### config.mk
export PLATFORM = sky130hd
export DESIGN_NAME = vstate_ctrl
export DESIGN_NICKNAME = d
export VERILOG_FILES = /design/src/rtl/vstate_pkg.sv /design/src/rtl/vstate_setlen.sv /design/src/rtl/vstate_sanitize.sv /design/src/rtl/vstate_ctrl.sv
export SDC_FILE = /design/constraint.sdc
export NUM_CORES = 1
export LEC_CHECK = 0
export BUFFER_PORTS_ARGS = -buffer_cell sky130_fd_sc_hd__buf_2
export CAP_MARGIN = 10
export CORE_MARGIN = 2
export CORE_UTILIZATION = 25
export DETAILED_ROUTE_END_ITERATION = 8
export SETUP_SLACK_MARGIN = 0.4
export SLEW_MARGIN = 10
export SYNTH_ARGS = -nofsm -noshare
export SYNTH_HDL_FRONTEND = slang
export SYNTH_SLANG_ARGS = --single-unit
### constraint.sdc
create_clock -name clk_i -period 3.9 [get_ports clk_i]
set_input_delay 0.78 -clock clk_i [delete_from_list [all_inputs] [get_ports clk_i]]
set_output_delay 0.78 -clock clk_i [all_outputs]
set_load 0.01 [all_outputs]
### src/rtl/vstate_pkg.sv
package vstate_pkg;
    localparam int WORD_W    = 64;
    localparam int LEN_W     = 7;
    localparam int LEN_LIMIT = 64;
    localparam int SUB_W     = 2;
    localparam int SEL_W     = 2;
    localparam int NOPS      = 5;
    localparam int RSVD_W    = 6;
    localparam int VLEN_W    = 64;

    // first member is the most significant bit of the word
    typedef struct packed {
        logic [LEN_W-1:0]  maxvl;
        logic [LEN_W-1:0]  vl;
        logic [LEN_W-1:0]  srcstep;
        logic [LEN_W-1:0]  dststep;
        logic [SUB_W-1:0]  dsub;
        logic [SUB_W-1:0]  ssub;
        logic [SEL_W-1:0]  sel0;
        logic [SEL_W-1:0]  sel1;
        logic [SEL_W-1:0]  sel2;
        logic [SEL_W-1:0]  sel3;
        logic [SEL_W-1:0]  sel4;
        logic [NOPS-1:0]   enable;
        logic [RSVD_W-1:0] rsvd;
        logic              pack;
        logic              unpack;
        logic [LEN_W-1:0]  hphint;
        logic              rmpst;
        logic              vfirst;
    } vstate_t;

    typedef enum logic [1:0] {OP_IDLE, OP_SETLEN, OP_WRITE, OP_SWAP} op_e;
    typedef enum logic [1:0] {SRC_IMM, SRC_REG, SRC_CTR, SRC_IMM_ALT} vsrc_e;
    typedef enum logic {ST_READY, ST_TRAP} st_e;
endpackage

### src/rtl/vstate_setlen.sv
module vstate_setlen
    import vstate_pkg::*;
(
    input  vstate_t            cur_i,
    input  logic [LEN_W-1:0]   mvl_i,
    input  logic [VLEN_W-1:0]  vlen_i,
    output vstate_t            nxt_o,
    output logic [LEN_W-1:0]   vl_o,
    output logic               bad_o
);
    localparam int PAD_W = VLEN_W - LEN_W;

    logic [VLEN_W-1:0] mvl_wide;
    logic              changed;

    assign mvl_wide = {{PAD_W{1'b0}}, mvl_i};
    assign vl_o     = (vlen_i > mvl_wide) ? mvl_i : vlen_i[LEN_W-1:0];
    assign bad_o    = mvl_i > LEN_W'(LEN_LIMIT);
    assign changed  = (vl_o != cur_i.vl) || (mvl_i != cur_i.maxvl);

    always_comb begin
        nxt_o         = cur_i;
        nxt_o.maxvl   = mvl_i;
        nxt_o.vl      = vl_o;
        nxt_o.srcstep = '0;
        nxt_o.dststep = '0;
        nxt_o.dsub    = '0;
        nxt_o.ssub    = '0;
        nxt_o.rsvd    = '0;
        nxt_o.rmpst   = changed ? 1'b0 : cur_i.rmpst;
    end

    always_comb begin
        AST_LEN_CLAMP: assert (vl_o <= mvl_i);
    end
endmodule

### src/rtl/vstate_sanitize.sv
module vstate_sanitize
    import vstate_pkg::*;
(
    input  vstate_t raw_i,
    output vstate_t clean_o,
    output logic    bad_o
);
    always_comb begin
        bad_o = (raw_i.srcstep >= LEN_W'(LEN_LIMIT))
             || (raw_i.dststep >= LEN_W'(LEN_LIMIT))
             || (raw_i.vl      >  LEN_W'(LEN_LIMIT))
             || (raw_i.maxvl   >  LEN_W'(LEN_LIMIT));
        clean_o      = raw_i;
        clean_o.rsvd = '0;
        if (raw_i.vl > raw_i.maxvl)
            clean_o.vl = raw_i.maxvl;
    end

    always_comb begin
        AST_CLEAN_RSVD: assert (clean_o.rsvd == '0);
    end
endmodule

### src/rtl/vstate_ctrl.sv
module vstate_ctrl
    import vstate_pkg::*;
(
    input  logic                    clk_i,
    input  logic                    rst_ni,
    input  logic [1:0]              op_i,
    input  logic [LEN_W-1:0]        sl_mvl_i,
    input  logic [1:0]              sl_src_i,
    input  logic [LEN_W-1:0]        sl_imm_i,
    input  logic [VLEN_W-1:0]       sl_reg_i,
    input  logic [VLEN_W-1:0]       sl_ctr_i,
    input  logic [WORD_W-1:0]       wr_data_i,
    output logic [WORD_W-1:0]       state_o,
    output logic [WORD_W-1:0]       link_o,
    output logic [LEN_W-1:0]        maxvl_o,
    output logic [LEN_W-1:0]        vl_o,
    output logic [LEN_W-1:0]        srcstep_o,
    output logic [LEN_W-1:0]        dststep_o,
    output logic [SUB_W-1:0]        dsubstep_o,
    output logic [SUB_W-1:0]        ssubstep_o,
    output logic [LEN_W-1:0]        hphint_o,
    output logic                    pack_o,
    output logic                    unpack_o,
    output logic                    rmpst_o,
    output logic                    vfirst_o,
    output logic                    remap_active_o,
    output logic [NOPS*SEL_W-1:0]   op_sel_o,
    output logic [LEN_W-1:0]        vl_result_o,
    output logic                    trap_o
);
    localparam int IMM_PAD = VLEN_W - LEN_W;

    vstate_t           state_q, link_q, sl_next, wr_next;
    st_e               st_q, st_d;
    op_e               op;
    vsrc_e             src;
    logic [VLEN_W-1:0] vlen;
    logic [LEN_W-1:0]  sl_vl, vl_res_q;
    logic              sl_bad, wr_bad, illegal;
    logic [SEL_W-1:0]  sel_arr [NOPS];

    assign op  = op_e'(op_i);
    assign src = vsrc_e'(sl_src_i);

    always_comb begin
        unique case (src)
            SRC_REG:     vlen = sl_reg_i;
            SRC_CTR:     vlen = sl_ctr_i;
            SRC_IMM,
            SRC_IMM_ALT: vlen = {{IMM_PAD{1'b0}}, sl_imm_i};
        endcase
    end

    vstate_setlen u_setlen (
        .cur_i  (state_q),
        .mvl_i  (sl_mvl_i),
        .vlen_i (vlen),
        .nxt_o  (sl_next),
        .vl_o   (sl_vl),
        .bad_o  (sl_bad)
    );

    vstate_sanitize u_sanitize (
        .raw_i   (vstate_t'(wr_data_i)),
        .clean_o (wr_next),
        .bad_o   (wr_bad)
    );

    assign illegal = ((op == OP_SETLEN) && sl_bad) || ((op == OP_WRITE) && wr_bad);

    // trap state machine: next-state logic
    always_comb begin
        unique case (st_q)
            ST_READY: st_d = illegal ? ST_TRAP : ST_READY;  // READY_TO_TRAP
            ST_TRAP:  st_d = illegal ? ST_TRAP : ST_READY;  // TRAP_TO_TRAP / TRAP_TO_READY
        endcase
    end

    // trap state machine: state register
    always_ff @(posedge clk_i) begin
        if (!rst_ni) st_q <= ST_READY;
        else         st_q <= st_d;
    end

    // trap state machine: outputs
    always_comb begin
        unique case (st_q)
            ST_READY: trap_o = 1'b0;
            ST_TRAP:  trap_o = 1'b1;
        endcase
    end

    // state and link registers
    always_ff @(posedge clk_i) begin
        if (!rst_ni) begin
            state_q  <= '0;
            link_q   <= '0;
            vl_res_q <= '0;
        end else if (!illegal) begin
            unique case (op)
                OP_SETLEN: begin
                    state_q  <= sl_next;
                    vl_res_q <= sl_vl;
                end
                OP_WRITE: state_q <= wr_next;
                OP_SWAP: begin
                    state_q <= link_q;
                    link_q  <= state_q;
                end
                OP_IDLE: ;
            endcase
        end
    end

    assign sel_arr[0] = state_q.sel0;
    assign sel_arr[1] = state_q.sel1;
    assign sel_arr[2] = state_q.sel2;
    assign sel_arr[3] = state_q.sel3;
    assign sel_arr[4] = state_q.sel4;

    for (genvar i = 0; i < NOPS; i++) begin : g_opsel
        assign op_sel_o[i*SEL_W +: SEL_W] = state_q.enable[i] ? sel_arr[i] : '0;
    end

    assign remap_active_o = |state_q.enable;
    assign state_o        = state_q;
    assign link_o         = link_q;
    assign maxvl_o        = state_q.maxvl;
    assign vl_o           = state_q.vl;
    assign srcstep_o      = state_q.srcstep;
    assign dststep_o      = state_q.dststep;
    assign dsubstep_o     = state_q.dsub;
    assign ssubstep_o     = state_q.ssub;
    assign hphint_o       = state_q.hphint;
    assign pack_o         = state_q.pack;
    assign unpack_o       = state_q.unpack;
    assign rmpst_o        = state_q.rmpst;
    assign vfirst_o       = state_q.vfirst;
    assign vl_result_o    = vl_res_q;

    AST_VL_WITHIN_MAX: assert property (@(posedge clk_i) disable iff (!rst_ni)
        state_q.vl <= state_q.maxvl);
    AST_RSVD_CLEAR: assert property (@(posedge clk_i) disable iff (!rst_ni)
        state_q.rsvd == '0);
    AST_TRAP_FREEZE: assert property (@(posedge clk_i) disable iff (!rst_ni)
        trap_o |-> ($stable(state_q) && $stable(link_q)));
    AST_STEP_RANGE: assert property (@(posedge clk_i) disable iff (!rst_ni)
        (state_q.srcstep < LEN_W'(LEN_LIMIT)) && (state_q.dststep < LEN_W'(LEN_LIMIT))
        && (state_q.maxvl <= LEN_W'(LEN_LIMIT)));
    AST_SWAP_XCHG: assert property (@(posedge clk_i) disable iff (!rst_ni)
        (op == OP_SWAP) |=> ((state_q == $past(link_q)) && (link_q == $past(state_q))));
    AST_RMPST_DROP: assert property (@(posedge clk_i) disable iff (!rst_ni)
        ((op == OP_SETLEN) && !sl_bad && ((sl_vl != state_q.vl) || (sl_mvl_i != state_q.maxvl)))
        |=> !state_q.rmpst);
    AST_TRAP_PULSE: assert property (@(posedge clk_i) disable iff (!rst_ni)
        illegal |=> trap_o);
endmodule

==> impl_results.md, run 1 <==
* Yosys top cell by area: dfxtp_1
* First-pass GRT wire length at 42.97 mm
* CTS Buffer Depth at 2
* Synthesized flop and latch total at 136
* Num CTS Buffers at 17
* CTS Root Cell: clkbuf_16
* Distinct cells, synth at 46
* Warnings, synthesis at 0
* Outcome: completed
* Worst slack, placed at 0.02784 ns
* Final WL at 28.39 mm
* DIE HEIGHT at 177.4 um
* Cts hold-fix bufs at 0
* DRC at 0
* Clock-pin slew on the worst setup and hold paths at 0.06 ns
* Row count at 63
* Max Clock Skew at 0.008138 ns
* Clk sink count at 136
* Antenna violations before repair at 0
* PnR worst setup slack at 0.5976 ns
* FF/Latch Area at 2723 sq um
* Post-synth EDFFs at 0
* Leak at 5.037 nW
* Core area at 29640 sq um
* Worst Tran Pin Value at 0.7742 ns
* Initial Utilization at 25.38%
* Final setup vio count at 0
* GRT overflow at 0
* Fin crit share at 84.68%
* Post-detail-place hpwl at 21.38 mm
* Worst-path fanout max at 7
* Synth Area in Adders at 2.662%
* DRT Pass-1 Iters at 5
* Total Routing Usage GR at 17.55%
* Share of layout cells above drive strength 1 at 38.89%
* Die Span X at 177.4 um
* TritonCTS clock tree: built
* FFs w/ async S/R, synth at 0%
* Pwr Total at 4.060 mW
* Largest family of logic cells by synthesized area: compound AO/OA/AOI/OAI gates
* Post-DR wirelength/cell at 17.39 um
* Peak supply drop at 0.0002409 V
* Final ANT Viol Nets at 0
* Worst hold path class: register to register
* Post-Synth Simple-Gate Area at 19.68%
* Crit path time final at 3.302 ns
* WP data arrival at 3.65 ns
* Clock latency on the worst-skew pair at 0.42 ns
* Cell area after synthesis at 7521 sq um
* Yosys top cell area share at 36.20%
* Crit Path Class: input pin to register
* H-tree levels at 4
* Cells after Synth at 922
* Largest net degree at the start of global routing at 71
* Syn_nets at 1150
* Required time worst endpoint at 4.25 ns
* Nets at 1458
* R2R setup slack at 1.83 ns
* Number of global-route vias before repair at 7390
* Final GP Congestion at 0.8797
* Number of I/O pins at 402
* RSZ-0062 raised after global routing: no
* Routed vias at 7830
* Setup TNS at 0 ns
* Fillers at 3176
* PD cells at 400.4 nW/um^2
* I/O Buffers at 395
* Crit start category: input pin
* Area growth syn-to-layout at 34.84%
* Ranking of synthesized cells by area: dfxtp_1 (36%), nand2_1 (10%), a21boi_0 (6.6%), buf_4 (6.6%), o211a_1 (4.8%)
* Max_slew headroom at 48.39%
* Compound-gate portion of the synthesized area at 24.62%
* CP Capture Type: register
* Max Clk Rate at 0.3028 GHz
* Max-Cap Viols at 0
* Hold Vio Cnt, Final at 0
* Footprint of the multi-input gates at 4035 sq um
* Multiplexer share of the synthesized area at 4.691%
* Drt via density at 4.795
* Starting DRT DRC Count at 454
* Die ar. at 31490 sq um
* Synth Area per Inst at 8.157 sq um
* XOR/XNOR Fraction of Synth Area at 1.048%
* Final slew viol count at 0
* Synth Flop Type: dfxtp_1
* Sequential area share after synthesis at 36.20%
## placed cells by master, fill, tap and decap left out, types with 14 or more instances in the layout
cell       count
ha_1          14
nand2_1      205
nor2_1        30
buf_4         23
o211ai_1      21
o221a_2       17
buf_2        393
o21ai_0       31
dfxtp_1      136
o211a_1       36
a21boi_0      66
clkbuf_16     17
mux2i_1       33
inv_1         22
nor4_1        31
nand3_1       23
## cell type report
class / count / share of cell area [%]
Sequential cell: 136 / 26.85
Tap cell: 390 / 4.812
Antenna cell: 1 / 0.02468
Clock inverter: 13 / 1.888
Timing Repair Buffer: 418 / 21.49
Multi-Input combinational cell: 635 / 39.79
Inverter: 22 / 0.8143
Clock buffer: 18 / 4.331
## kinds of logic (layout without fill, tap and decap cells)
group | after synthesis | count (layout)
flops | 136 | 136
xor+xnor | 9 | 9
other cells | 0 | 1
buf+inv | 151 | 471
simple gates | 336 | 336
fa+ha+maj | 16 | 16
mux | 35 | 35
compound gates | 239 | 239
## state kept, by name (all words and copies together) (netlist names), 2 cells and up
register	flops
dsubstep_o	2
vl_o	7
dststep_o	7
link_o	64
vl_result_o	7
ssubstep_o	2
state_o	21
srcstep_o	7
hphint_o	7
maxvl_o	7
## synth_stat cells, drive strengths merged, types with 16 or more instances
master,count
nand2,206
dfxtp,136
buf,78
a21boi,74
clkbuf,51
o21ai,37
o211a,36
mux2i,33
nor2,33
nor4,32
nand3,23
inv,22
o211ai,21
o221a,18
ha,16
## final timing paths
check             depth (start not counted)         to        start
setup / recovery                         15    rmpst_o  sl_src_i[0]
hold / removal                            2  link_o[6]    link_o[6]
setup reg to reg                          8    rmpst_o   maxvl_o[3]
hold reg to reg                           2  link_o[6]    link_o[6]
## metal layers
| layer | track usage, % | up-vias | routed length, um |
|---|---|---|---|
| li1 | - | 3801 | - |
| met1 | 23.99 | 3713 | 13240 |
| met2 | 26.73 | 283 | 12400 |
| met3 | 5.120 | 33 | 2284 |
| met4 | 4.918 | 0 | 471 |
| met5 | 0 | - | 0 |
## per-stage QoR
stage	std cells	area [sq um]	util (%)	hold slack, ns
3_5_place_dp	1601	9472	31.96	0.4731
5_1_grt	1632	10140	34.21	0.5026
2_1_floorplan	922	7532	-	0.4631
3_3_place_gp	1601	9472	31.96	0.4620
4_1_cts	1632	10100	34.08	0.4822
6_report	1633	10140	34.22	0.4782
## critical path, cell delays in order
cell      delay, ns
buf_2          0.11
inv_1          0.10
ha_4           0.24
a22oi_2        0.17
o21ai_1        0.10
ha_1           0.31
nor2b_1        0.14
o21a_1         0.16
o21a_1         0.18
o31a_1         0.40
nor4_2         0.34
nor4_1         0.08
nor4bb_1       0.26
a31oi_1        0.13
o21ai_1        0.14
## what timing repair did
item,in CTS,in global routing
buffers inserted,0,0
resized for setup,0,10
setup endpoints to repair,0,8
## power by group
part	switching [mW]	leakage [nW]	internal, mW
Sequential	0.0886	1.11	1.46
Combinational	0.423	3.62	0.335
Clock	0.658	0.306	1.09
Total	1.17	5.04	2.89
Power figures use the tool's default switching activity.
==> run 2, diff against run 1 <==
ABC_AREA = 1   (was not set)
clock period = 3.3 ns   (was 3.9 ns; I/O delays follow)
==> run 2 against run 1 <==
Count of clock-buffer cells in the layout is 1 lower; worst hold slack worse by 0.0029 ns; via count grew 2.8%; cell count is 5.4% higher; critical path depth is 8 higher; sequential share of layout area decreased by 0.086 points; die area shrank 4.0%; sequential cell count unchanged; routed wire length down 1.7%; critical endpoint unchanged; highest routed layer is now met5.
==> impl_results.md, run 2 <==
* Outcome: completed
* Crit path time final at 3.016 ns
* Peak supply drop at 0.0002658 V (+10%)
* Row count at 62 (-1.6%)
* Final setup vio count at 0 (unchanged)
* Most common cell after layout, fill and taps aside: buf_2
* First-pass GRT wire length at 41.86 mm (-2.6%)
* Top cells by count, synth: dfxtp_1 (136), nand2_1 (121), inv_1 (120)
* Core area at 28550 sq um (-3.7%)
* Logic pwr share at 22.2% (+3.5 points)
* Clock latency on the worst-skew pair at 0.42 ns (about the same)
* Post-detail-place hpwl at 21.20 mm (-0.81%)
* DRC at 0 (unchanged)
* Sequential area share after synthesis at 37.73% (+1.5 points)
* Max-Cap Viols at 0 (unchanged)
* Final slew viol count at 0 (unchanged)
* Syn_nets at 1207 (+5.0%)
* PD cells at 480.1 nW/um^2 (+20%)
* Share of layout cells above drive strength 1 at 40.05% (+1.2 points)
* Area growth syn-to-layout at 40.99%
* Final ANT Viol Nets at 0 (unchanged)
* Pwr Total at 4.885 mW (+20%)
* Post-DR wirelength/cell at 16.21 um (-6.8%)
* Clk sink count at 136 (unchanged)
* Ranking of synthesized cells by area: dfxtp_1 (38%), buf_4 (6.9%), o21ai_0 (6.9%), nand2_1 (6.3%), a21oi_1 (6.2%)
* Distinct cells, synth at 41 (-11%)
* CTS Root Cell: clkbuf_16
* Yosys top cell area share at 37.73% (+1.5 points)
* Crit start category: input pin
* Number of global-route vias before repair at 7364 (-0.35%)
* CTS Buffer Depth at 2 (unchanged)
* Nets at 1546 (+6.0%)
* Clock power share at 39.6% (-3.6 points)
* CP Capture Type: register
* Yosys top cell by area: dfxtp_1
* Setup TNS at 0 ns (unchanged)
* Inst Count DP at 1676 (+4.7%)
* WP data arrival at 3.36 ns (-0.29 ns)
* Starting DRT DRC Count at 513 (+13%)
* Drt via density at 4.678 (-2.4%)
* Num CTS Buffers at 17 (unchanged)
* Crit Path Class: input pin to register
* Synth Flop Type: dfxtp_1
* Cell area after synthesis at 7216 sq um (-4.1%)
* Hold Vio Cnt, Final at 0 (unchanged)
* Die Span X at 173.9 um (-2.0%)
* Fin crit share at 91.40%
* Synth Area per Inst at 7.370 sq um (-9.6%)
* Commonest cells after routing, fill and taps aside: buf_2 (393), dfxtp_1 (136), nand2_1 (118)
* Number of I/O pins at 402 (unchanged)
* Reg power frac at 38.2% (about the same)
* RSZ-0062 raised after global routing: yes
* Max Clk Rate at 0.3315 GHz
* Cts hold-fix bufs at 0 (unchanged)
* Max Clock Skew at 0.007589 ns (-0.0005482 ns)
* Final WL at 27.90 mm (-1.7%)
* Clock-pin slew on the worst setup and hold paths at 0.06 ns (about the same)
* Worst hold path class: register to register
* FFs w/ async S/R, synth at 0% (unchanged)
* I/O Buffers at 395 (unchanged)
* Final GP Congestion at 0.8594 (-2.3%)
* TritonCTS clock tree: built
* Fin cells at 1721 (+5.4%)
* Routed vias at 8051 (+2.8%)
* Required time worst endpoint at 3.65 ns (-0.60 ns)
* Leak at 5.038 nW (about the same)
* Max_slew headroom at 22.61% (-26 points)
* P_sw at 1.577 mW (+35%)
* Final hold slack at 0.4754 ns (-0.002870 ns)
* DRT Pass-1 Iters at 5 (unchanged)
* Largest net degree at the start of global routing at 51 (-28%)
* Cells after Synth at 979 (+6.2%)
* Synthesized flop and latch total at 136 (unchanged)
* Total Routing Usage GR at 17.69% (+0.14 points)
* GRT overflow at 0 (unchanged)
* Post-synth EDFFs at 0 (unchanged)
* Worst Tran Pin Value at 1.156 ns (+0.3822 ns)
* Warnings, synthesis at 0 (unchanged)
* Antenna violations before repair at 9 (+9)
* Die ar. at 30240 sq um (-4.0%)
* DIE HEIGHT at 173.9 um (-2.0%)
* Max reg flops at 64 (unchanged)
* Initial Utilization at 25.28% (-0.10 points)
* Post-layout util at 35.64% (+1.4 points)
* Worst-path fanout max at 8 (+1)
* Count leader, synth: dfxtp_1
* Sw Ratio at 32.28% (+3.5 points)
* H-tree levels at 4 (unchanged)
* Int Pwr at 3.308 mW (+14%)
-- run 2: through the flow --
| stage | worst slack (ns) | cell area, sq um |
|---|---|---|
| after floorplan | 0.2339 | 7262 |
| after global routing | 0.1451 | 10170 |
| final | 0.2837 | 10170 |
| after global placement | -0.1840 | 9293 |
| after CTS | 0.3626 | 9952 |
| after detailed placement | -0.2362 | 9293 |
-- run 2: worst paths after layout --
check                   start          end  slack, ns  depth (start not counted)
setup / recovery  sl_src_i[1]      rmpst_o       0.28                         23
setup reg to reg   maxvl_o[4]      rmpst_o       1.49                         12
hold / removal    state_o[12]  state_o[12]       0.48                          2
hold reg to reg   state_o[12]  state_o[12]       0.48                          2
-- run 2: cell type report --
class                           instances  area (sq um)
Tap cell                              384         480.5
Inverter                              124         475.5
Fill cell                            3100         18370
Timing Repair Buffer                  443          2394
Multi-Input combinational cell        596          3490
Clock buffer                           17         425.4
Clock inverter                         15         171.4
Sequential cell                       136          2723
Antenna cell                            6         15.01
-- run 2: logic make-up (layout without fill, tap and decap cells) --
kind of cell	after synthesis	after routing	share of synthesized area [%]
AO/OA/AOI/OAI	303	303	26.08
XOR/XNOR	3	3	0.3642
adder cells (fa/ha/maj)	16	16	2.774
buffers and inverters	248	599	17.24
flip-flops	136	136	37.73
other	0	6	0
AND/OR/NAND/NOR	273	274	15.81
-- run 2: timing repair --
item	CTS	global route
gates cloned	0	1
endpoints found under the setup margin	4	11
setup buffers	2	4
resized for setup	12	40
pin swaps	4	27
-- run 2: power groups by stage --
stage          Sequential (mW)  Combinational [mW]  Clock, mW
3_5_place_dp              1.90                1.01          0
2_1_floorplan             1.92               0.581          0
6_report                  1.87                1.08       1.93
3_3_place_gp              1.90                1.00          0
4_1_cts                   1.87                1.03       2.00
5_1_grt                   1.88                1.20       2.08
-- run 2: critical path: stages --
cell	delay, ns
buf_8	0.10
ha_4	0.25
a221o_2	0.40
o21ai_4	0.08
inv_2	0.06
ha_4	0.28
nand3_2	0.07
a21oi_2	0.14
nand4_1	0.10
nand2_1	0.09
nand2_2	0.06
inv_4	0.12
buf_8	0.16
nand3_2	0.10
nand3_1	0.10
nand2_1	0.06
inv_1	0.05
nand2_1	0.05
nor2_1	0.09
nand2_1	0.09
nand3_1	0.09
nand2_1	0.06
nor2_1	0.12
-- run 2: per-layer routing --
metal / vias up / share of wire, % / GRT usage (%)
met2: 322 / 45 / 27.12
met3: 32 / 8.2 / 6.234
met5: - / 0.15 / 0
met1: 3714 / 45 / 23.29
li1: 3977 / - / -
met4: 6 / 1.9 / 5.462
==> run 3, diff against run 2 <==
--- a/config.mk
+++ b/config.mk
@@ -10,5 +10,5 @@
 export CAP_MARGIN = 10
-export CORE_MARGIN = 2
-export CORE_UTILIZATION = 25
+export CORE_AREA = 2 2 155 157
 export DETAILED_ROUTE_END_ITERATION = 8
+export DIE_AREA = 0 0 157 159
 export SETUP_SLACK_MARGIN = 0.4
==> constraint.sdc (replaced) <==
create_clock -name clk_i -period 3.3 [get_ports clk_i]
set_input_delay 0.165 -clock clk_i [delete_from_list [all_inputs] [get_ports clk_i]]
set_output_delay 0.165 -clock clk_i [all_outputs]
set_load 0.01 [all_outputs]
==> run 3 against run 2 <==
Clock skew hardly changed; worst setup slack better by 0.39 ns; maximum frequency is 15% higher; cell count is 6.0% lower; core utilization is 5.5 points higher; non-clock buffer count is 37 lower; critical endpoint unchanged; largest power group unchanged.
==> impl_results.md, run 3 (synthesis results as in run 2) <==
* Routed vias at 7811 (-3.0%)
* Max_slew headroom at 26.98% (+4.4 points)
* Max reg flops at 64 (unchanged)
* Setup TNS at 0 ns (unchanged)
* CTS Root Cell: clkbuf_16
* Crit Path Class: input pin to register
* Die ar. at 24960 sq um (-17%)
* Core area at 23190 sq um (-19%)
* Share of layout cells above drive strength 1 at 35.65% (-4.4 points)
* Die Span X at 157 um (-9.7%)
* TritonCTS clock tree: built
* Hold endpoint: state_o[28]
* FF/Latch Area at 2723 sq um (unchanged)
* Worst Tran Pin Value at 1.094 ns (-0.06272 ns)
* Clock-pin slew on the worst setup and hold paths at 0.07 ns (about the same)
* Fin crit share at 79.57% (-12 points)
* Number of I/O pins at 402 (unchanged)
* WP data arrival at 2.98 ns (-0.38 ns)
* Most common cell after layout, fill and taps aside: buf_2
* Commonest cells after routing, fill and taps aside: buf_2 (395), dfxtp_1 (136), nand2_1 (121)
* Hold depth at 3 (+1)
* Worst hold path class: input pin to register
* Post-DR wirelength/cell at 16.11 um (-0.60%)
* Row count at 56 (-9.7%)
* Nets at 1508 (-2.5%)
* Area growth syn-to-layout at 32.36%
* Drt via density at 4.831 (+3.3%)
* CP startpoint: sl_src_i[0]
* Final setup vio count at 0 (unchanged)
* Final slew viol count at 0 (unchanged)
* Initial Utilization at 31.11% (+5.8 points)
* DRC at 0 (unchanged)
* CTS Buffer Depth at 2 (unchanged)
* R2R Path Start: maxvl_o[5]
* Number of global-route vias before repair at 7062 (-4.1%)
* RSZ-0062 raised after global routing: no
* Clk sink count at 136 (unchanged)
* H-tree levels at 4 (unchanged)
* PD cells at 495.5 nW/um^2 (+3.2%)
* Clock latency on the worst-skew pair at 0.42 ns (about the same)
* Crit path time final at 2.626 ns (-0.3904 ns)
* Cts hold-fix bufs at 0 (unchanged)
* Max-Cap Viols at 0 (unchanged)
* Num CTS Buffers at 17 (unchanged)
* Crit Reg-Reg Endpoint: rmpst_o
* Min-delay src: wr_data_i[28]
* Final ANT Viol Nets at 0 (unchanged)
* Leak at 4.816 nW (-4.4%)
* DRT Pass-1 Iters at 5 (unchanged)
* Max Clk Rate at 0.3808 GHz (+15%)
* Final WL at 26.06 mm (-6.6%)
* First-pass GRT wire length at 39.74 mm (-5.1%)
* Antenna violations before repair at 3 (-6)
* Worst-path fanout max at 7 (-1)
* R2R setup slack at 1.48 ns (about the same)
* Max Clock Skew at 0.007901 ns (+0.0003116 ns)
* Total Routing Usage GR at 20.42% (+2.7 points)
* Final GP Congestion at 0.8729 (+1.6%)
* GRT overflow at 0 (unchanged)
* Largest net degree at the start of global routing at 87 (+71%)
* Required time worst endpoint at 3.66 ns (about the same)
* R2R depth at 12 (unchanged)
* Post-detail-place hpwl at 19.71 mm (-7.0%)
* CP Capture Type: register
* Fillers at 2442 (-21%)
* I/O Buffers at 395 (unchanged)
* Crit start category: input pin
* Hold Vio Cnt, Final at 0 (unchanged)
* Starting DRT DRC Count at 659 (+28%)
* Post-layout util at 41.18% (+5.5 points)
* DIE HEIGHT at 159 um (-8.6%)
* Footprint of the multi-input gates at 3279 sq um (-6.0%)
* Outcome: completed
* Peak supply drop at 0.0003269 V (+23%)
[run 3: cell count changes in the layout (fill, tap and decap cells not counted), moves of 5 or more]
cell	delta
buf_4	-34
ha_1	+5
ha_4	-6
inv_1	+6
nand3_1	+11
nand3_2	-9
o21ai_0	+5
o21ai_2	-5
[run 3: area by class of cell]
type	instances	share of cell area, %
diodes	5	0.1310
clock buffers	18	4.598
clock inverters	14	1.651
inverters	124	4.900
multi-input cells	595	34.34
flip-flops and latches	136	28.51
well taps	319	4.179
repair buffers	406	21.70
[run 3: worst max-delay path by stage]
stage	to	slack [ns]
finish	rmpst_o	0.67
global route	rmpst_o	0.40
CTS	rmpst_o	0.55
detailed placement	rmpst_o	0.10
global placement	rmpst_o	0.20
floorplan	rmpst_o	0.58
[run 3: power by group]
| group | switching [mW] | internal (mW) | total (mW) |
|---|---|---|---|
| registers | 0.109 | 1.76 | 1.87 |
| logic | 0.558 | 0.384 | 0.942 |
| clock network | 0.828 | 1.09 | 1.92 |
| total | 1.50 | 3.24 | 4.73 |
[run 3: worst max-delay path, cell delays in order]
cell and delay, ns:
buf_2 0.11, inv_1 0.05, ha_2 0.31, a221o_2 0.34, o21ai_1 0.13, inv_1 0.09
ha_1 0.29, inv_1 0.06, nor2_1 0.03, o21ai_0 0.13, nand2_1 0.06, nand2_1 0.05
nand2_1 0.04, nand2_1 0.05, nand2_1 0.06, inv_2 0.10, buf_4 0.15, nand3_1 0.10
nand3_1 0.10, nand2_1 0.06, inv_1 0.05, nand2_1 0.06, nor2_1 0.09, nand2_1 0.08
nand3_1 0.07, nand2_1 0.06, nor2_1 0.10
[run 3: metal layers]
metal	wire (um)	vias to the layer above	track usage, %
met5	0	-	0
met2	11420	311	30.96
li1	-	3899	-
met1	12200	3581	28.83
met3	2072	20	5.144
met4	359	0	5.296
[run 3: repair_timing]
| item | 4_1_cts | 5_1_grt |
|---|---|---|
| gates resized for setup | 0 | 7 |
| buffers inserted | 0 | 1 |
| endpoints found under the setup margin | 0 | 1 |
| hold endpoints to repair | 0 | 0 |
[run 3: through the flow]
stage,worst slack [ns],hold slack (ns),total power [mW],instances,area [sq um]
final,0.6741,0.07604,4.732,1617,9550
after detailed placement,0.1030,0.4653,2.840,1579,8922
after global routing,0.4008,0.07032,4.994,1614,9543
after global placement,0.2018,0.4563,2.828,1579,8922
after CTS,0.5527,0.05715,4.782,1611,9519
after floorplan,0.5846,0.3554,2.490,979,7216
